--- src/rtl/pser_pkg.sv ---
package pser_pkg;

    typedef enum logic {
        ST_IDLE,
        ST_SHOW
    } pser_state_t;

    localparam int BYTE_W = 8;
    localparam int IDX_W  = 3;
    localparam int CNT_W  = 3;
    localparam int CI_W   = 4;
    localparam int RGB_W  = 3;

    // Cycles each pixel is held for a scale code.
    function automatic logic [CNT_W-1:0] hold_len(input logic [1:0] code);
        case (code)
            2'd0:    return CNT_W'(1);
            2'd1:    return CNT_W'(2);
            default: return CNT_W'(4);
        endcase
    endfunction

    // Index of the last pixel in a byte for a depth code.
    function automatic logic [IDX_W-1:0] last_pix(input logic [1:0] code);
        case (code)
            2'd0:    return IDX_W'(7);
            2'd1:    return IDX_W'(3);
            default: return IDX_W'(1);
        endcase
    endfunction

endpackage

--- src/rtl/pser_extract.sv ---
module pser_extract
    import pser_pkg::*;
(
    input  logic [BYTE_W-1:0] byte_val,
    input  logic [IDX_W-1:0]  pix_idx,
    input  logic [1:0]        depth_sel,
    output logic [CI_W-1:0]   colour_idx
);
    localparam int N1 = BYTE_W;
    localparam int N2 = BYTE_W / 2;
    localparam int N4 = BYTE_W / 4;

    logic [CI_W-1:0] c1 [N1];
    logic [CI_W-1:0] c2 [N2];
    logic [CI_W-1:0] c4 [N4];

    // One candidate index per pixel slot, per depth.
    for (genvar g = 0; g < N1; g++) begin : g_d1
        assign c1[g] = {3'b000, byte_val[BYTE_W-1-g]};
    end
    for (genvar g = 0; g < N2; g++) begin : g_d2
        assign c2[g] = {2'b00, byte_val[BYTE_W-1-g], byte_val[N2-1-g]};
    end
    for (genvar g = 0; g < N4; g++) begin : g_d4
        assign c4[g] = {byte_val[7-g], byte_val[5-g], byte_val[3-g], byte_val[1-g]};
    end

    always_comb begin
        case (depth_sel)
            2'd0:    colour_idx = c1[pix_idx];
            2'd1:    colour_idx = c2[pix_idx[1:0]];
            default: colour_idx = c4[pix_idx[0]];
        endcase
    end

endmodule

--- src/rtl/pser_palette.sv ---
module pser_palette
    import pser_pkg::*;
(
    input  logic [CI_W-1:0]  colour_idx,
    output logic [RGB_W-1:0] rgb
);
    logic [RGB_W-1:0] entry;

    // Fixed palette: entry i holds i mod 8.
    assign entry = colour_idx[RGB_W-1:0];

    // bit 0 red, bit 1 green, bit 2 blue
    assign rgb = {entry[2], entry[1], entry[0]};

endmodule

--- src/rtl/planar_pixel_serializer.sv ---
module planar_pixel_serializer
    import pser_pkg::*;
(
    input  logic              clk,
    input  logic              rst_n,
    input  logic [7:0]        byte_in,
    input  logic [1:0]        depth_sel,
    input  logic [1:0]        scale_sel,
    input  logic              window_on,
    input  logic              line_blank,
    output logic [2:0]        rgb_out
);
    pser_state_t       state_q, state_d;
    logic [BYTE_W-1:0] hold_byte_q;
    logic [IDX_W-1:0]  idx_q;
    logic [CNT_W-1:0]  cnt_q;

    logic              load, adv, step;
    logic [CNT_W-1:0]  hold;
    logic [IDX_W-1:0]  last;
    logic [BYTE_W-1:0] cur_byte;
    logic [IDX_W-1:0]  cur_idx;
    logic [CI_W-1:0]   colour_idx;
    logic [RGB_W-1:0]  pal_rgb;

    assign hold = hold_len(scale_sel);
    assign last = last_pix(depth_sel);
    assign step = (cnt_q >= hold);

    // Next state and transition decode.
    always_comb begin
        state_d = state_q;
        load    = 1'b0;
        adv     = 1'b0;
        unique case (state_q)
            ST_IDLE: begin
                if (window_on) begin          // START
                    load    = 1'b1;
                    state_d = ST_SHOW;
                end
            end
            ST_SHOW: begin
                if (!window_on) begin         // STOP
                    state_d = ST_IDLE;
                end else if (step) begin
                    if (idx_q >= last) load = 1'b1;   // RELOAD
                    else               adv  = 1'b1;   // STEP
                end                                   // else HOLD
            end
        endcase
    end

    assign cur_byte = load ? byte_in : hold_byte_q;
    assign cur_idx  = load ? '0 : (adv ? IDX_W'(idx_q + 1'b1) : idx_q);

    // State register.
    always_ff @(posedge clk) begin
        if (!rst_n) state_q <= ST_IDLE;
        else        state_q <= state_d;
    end

    // Pixel position and byte holding register.
    always_ff @(posedge clk) begin
        if (!rst_n) begin
            hold_byte_q <= '0;
            idx_q       <= '0;
            cnt_q       <= '0;
        end else if (window_on) begin
            hold_byte_q <= cur_byte;
            idx_q       <= cur_idx;
            cnt_q       <= (load || adv) ? CNT_W'(1) : CNT_W'(cnt_q + 1'b1);
        end
    end

    pser_extract u_extract (
        .byte_val   (cur_byte),
        .pix_idx    (cur_idx),
        .depth_sel  (depth_sel),
        .colour_idx (colour_idx)
    );

    pser_palette u_palette (
        .colour_idx (colour_idx),
        .rgb        (pal_rgb)
    );

    // Output register.
    always_ff @(posedge clk) begin
        if (!rst_n)                       rgb_out <= '0;
        else if (window_on && !line_blank) rgb_out <= pal_rgb;
        else                              rgb_out <= '0;
    end

endmodule

--- config.mk ---
export PLATFORM = sky130hd
export DESIGN_NAME = planar_pixel_serializer
export DESIGN_NICKNAME = d
export VERILOG_FILES = /design/src/rtl/pser_pkg.sv /design/src/rtl/pser_extract.sv /design/src/rtl/pser_palette.sv /design/src/rtl/planar_pixel_serializer.sv
export SDC_FILE = /design/constraint.sdc
export NUM_CORES = 1
export LEC_CHECK = 0
export BUFFER_PORTS_ARGS = -buffer_cell sky130_fd_sc_hd__buf_2
export CAP_MARGIN = 0
export CORE_ASPECT_RATIO = 1.2
export CORE_MARGIN = 1.5
export CORE_UTILIZATION = 55
export DETAILED_ROUTE_END_ITERATION = 8
export GPL_TIMING_DRIVEN = 0
export PLACE_DENSITY = 0.79
export SYNTH_ARGS = -nofsm -noshare
export SYNTH_HDL_FRONTEND = slang
export SYNTH_SLANG_ARGS = --single-unit
--- constraint.sdc ---
create_clock -name clk -period 4.3 [get_ports clk]
set_clock_uncertainty 0.1 [all_clocks]
set_input_delay 0.43 -clock clk [delete_from_list [all_inputs] [get_ports clk]]
set_output_delay 0.43 -clock clk [all_outputs]
set_load 0.01 [all_outputs]
==> impl_metrics.json <==
{
  "syn_area_per_cell_um2": 8.29,
  "synth_area_um2": 1080,
  "n_antenna_cell": 0,
  "endpoint_kind": "register",
  "min_period_ns": 2.57,
  "place_inst": 167,
  "io_pins": 19,
  "hold-worst-slack_ns": 0.239,
  "post_drt_wl_per_cell_um": 14.8,
  "clk_pin_slew_worst_paths_ns": 0.11,
  "ys_types": 40,
  "cts_tree": "built",
  "grt-ovfl-total": 0,
  "synthArstFlopShare_pct": 0,
  "clkLatencyLatePin_ns": 0.30,
  "relSlewSlack_pct": 67.3,
  "synthFlopType": "dfxtp_1",
  "multi_input_comb_area_um2": 678,
  "whs_path_depth": 2,
  "syn_inst": 130,
  "drt_iter0_markers": 32,
  "regToRegStartpoint": "cnt_q[0]",
  "globalplace.congestion": 0.922,
  "required_ns": 4.40,
  "finalWorstSetupSlack_ns": 1.73,
  "dieArea_um2": 2230,
  "slew_viol_final": 0,
  "slowest_delay_ns": 0.39,
  "r2r.worst_path.cells": 9,
  "cts.sinks": 18,
  "synth-edff-count": 0,
  "hold_end": "hold_byte_q[7]",
  "regArea_um2": 360,
  "pre_cts_ws_ns": 1.56,
  "ys_warn_count": 0,
  "io_buffers": 18,
  "p_seq_share_pct": 51.1,
  "place_area_um2": 1190,
  "swShare_pct": 28.1,
  "p_leak_nw": 0.518,
  "n_fill_cell": 182,
  "clockBufferDepth": 2,
  "fin_util_pct": 66.3,
  "drive_gt1_share_pct": 24.3,
  "fin_setup_tns_ns": 0,
  "cts_hold_buf": 0,
  "worst_slew_pin_slew_ns": 0.490,
  "power.total_uw": 349,
  "die_w_um": 43.4,
  "die_h_um": 51.5,
  "core_area_um2": 1850,
  "wirelength_um": 2540,
  "maxCapViolations": 0,
  "min_from": "rst_n",
  "grt_pass1_vias": 963,
  "drc": 0,
  "ys_ff_latch": 18,
  "p_sw_uw": 98.0,
  "hold_viol": 0,
  "crit_chain": "inv_1 > ha_1 > nor2b_4 > o211ai_1 > nand3_1 > nand2_1 > a21oi_1 > or3_1 > and3_1",
  "finalSetupViolCount": 0,
  "vias_per_cell": 5.98,
  "cts_buffers": 3,
  "rsz0062_at_grt": "false",
  "combPwrFrac_pct": 17.6,
  "critPathKind": "reg -> reg",
  "cts_htree_levels": 1,
  "worstPathBufferInverterCount": 1,
  "ys_seq_area_share_pct": 33.4,
  "min_path_type": "in -> reg",
  "core.rowCount": 17,
  "path_delay_family": "simple AND/OR/NAND/NOR gates",
  "final_area_um2": 1230,
  "cts-resized-gates": 0,
  "internal-power_uw": 251,
  "netlist.top_cell.by_area": "dfxtp_1",
  "finalCritPeriodShare_pct": 59.8,
  "first_pass_iters": 5,
  "dpl.hpwl_um": 1950,
  "ant_nets": 0,
  "grt_util_all_layers_pct": 24.3,
  "nNetsFinal": 176,
  "ctsRootBufferMaster": "clkbuf_4",
  "status": "finished, final reports clean",
  "synth_fp_nets": 153,
  "regToRegEndpoint": "rgb_out[0]",
  "final_cells": 171,
  "post-synth-top-count-cell": "nand2_1",
  "synth_top_area_share_pct": 33.4,
  "startpoint_type": "register",
  "start_util_pct": 58.2,
  "grt_pass1_wl_um": 4080,
  "synth_top_cells_by_area": "dfxtp_1 (33%), ha_1 (8.1%), a21oi_1 (7.0%)",
  "ir_drop_mv": 0.196,
  "pwr-share-clk_pct": 31.3,
  "cts_setup_buffers": 0,
  "rrSetupSlack_ns": 1.73,
  "synth_common_cells": "nand2_1 (19), dfxtp_1 (18), a21oi_1 (15), nor2_1 (12)",
  "cp_slowest_cell": "dfxtp_1",
  "arrival_ns": 2.67,
  "dr_total_vias": 1023,
  "syn2layout_area_growth_pct": 13.9,
  "p_per_area_nw_per_um2": 284,
  "fmax_mhz": 389,
  "cp_max_fo": 5,
  "grt_start_max_net_pins": 11,
  "antenna_found_initial": 0
}
-- layer usage --
metal	global-route usage [%]	up-vias	routed length (um)
met5	0	-	0
met4	9.60	0	55
met3	4.59	8	131
met2	44.0	36	1350
met1	27.5	463	1010
li1	-	516	-
-- logic make-up (layout without fill, tap and decap cells) --
kind of cell	Yosys count	in the layout	synth area share, %
buffers and inverters	10	32	3.60
adder cells (fa/ha/maj)	7	7	8.13
flip-flops	18	18	33.4
AO/OA/AOI/OAI	40	40	24.9
multiplexers	1	1	0.929
AND/OR/NAND/NOR	54	54	29.0
-- area by class of cell --
type | instances | share of cell area (%)
repair buffers | 18 | 7.34
inverters | 7 | 2.14
plain buffers | 3 | 1.02
flip-flops and latches | 18 | 29.4
clock buffers | 4 | 2.96
well taps | 19 | 1.94
multi-input cells | 102 | 55.2
-- worst max path at each step --
stage	start	to	slack, ns	cells after the start
final	cnt_q[0]	rgb_out[0]	1.73	9
after global routing	cnt_q[0]	rgb_out[1]	1.65	9
after CTS	cnt_q[0]	rgb_out[0]	1.77	9
after detailed placement	depth_sel[1]	rgb_out[0]	1.56	11
after global placement	depth_sel[1]	rgb_out[0]	1.59	11
after floorplan	depth_sel[1]	rgb_out[0]	1.92	10
-- registers in the layout, indices dropped and copies added (netlist names) --
signal       flops
hold_byte_q      8
cnt_q            3
idx_q            3
rgb_out          3
state_q          1
-- cell usage in the layout, fill, tap and decap left out, drive strengths merged --
cell type | synthesis | layout
o21ai | 8 | 8
a2111oi | 1 | 1
clkbuf | 2 | 6
and2 | 2 | 2
nand2 | 19 | 19
o211a | 1 | 1
a21oi | 15 | 15
and4 | 1 | 1
mux2i | 1 | 1
dfxtp | 18 | 18
a31o | 2 | 2
nand3 | 6 | 6
buf | 1 | 19
nor2 | 13 | 13
nor3 | 1 | 1
a31oi | 1 | 1
nand4 | 1 | 1
a21boi | 3 | 3
nand2b | 1 | 1
o31ai | 1 | 1
or3 | 4 | 4
nand3b | 1 | 1
nor4b | 1 | 1
and3 | 2 | 2
a41oi | 1 | 1
nor2b | 1 | 1
inv | 7 | 7
o211ai | 3 | 3
o22ai | 1 | 1
ha | 7 | 7
nor3b | 1 | 1
o221ai | 1 | 1
o21a | 2 | 2
-- power groups by stage --
| stage | Combinational, mW | Clock (mW) | Sequential (mW) |
|---|---|---|---|
| floorplan | 0.0413 | 0 | 0.181 |
| global placement | 0.0586 | 0 | 0.181 |
| detailed placement | 0.0606 | 0 | 0.182 |
| CTS | 0.0611 | 0.108 | 0.178 |
| global route | 0.0681 | 0.114 | 0.179 |
| finish | 0.0614 | 0.109 | 0.178 |
(Power assumes the default switching activity.)
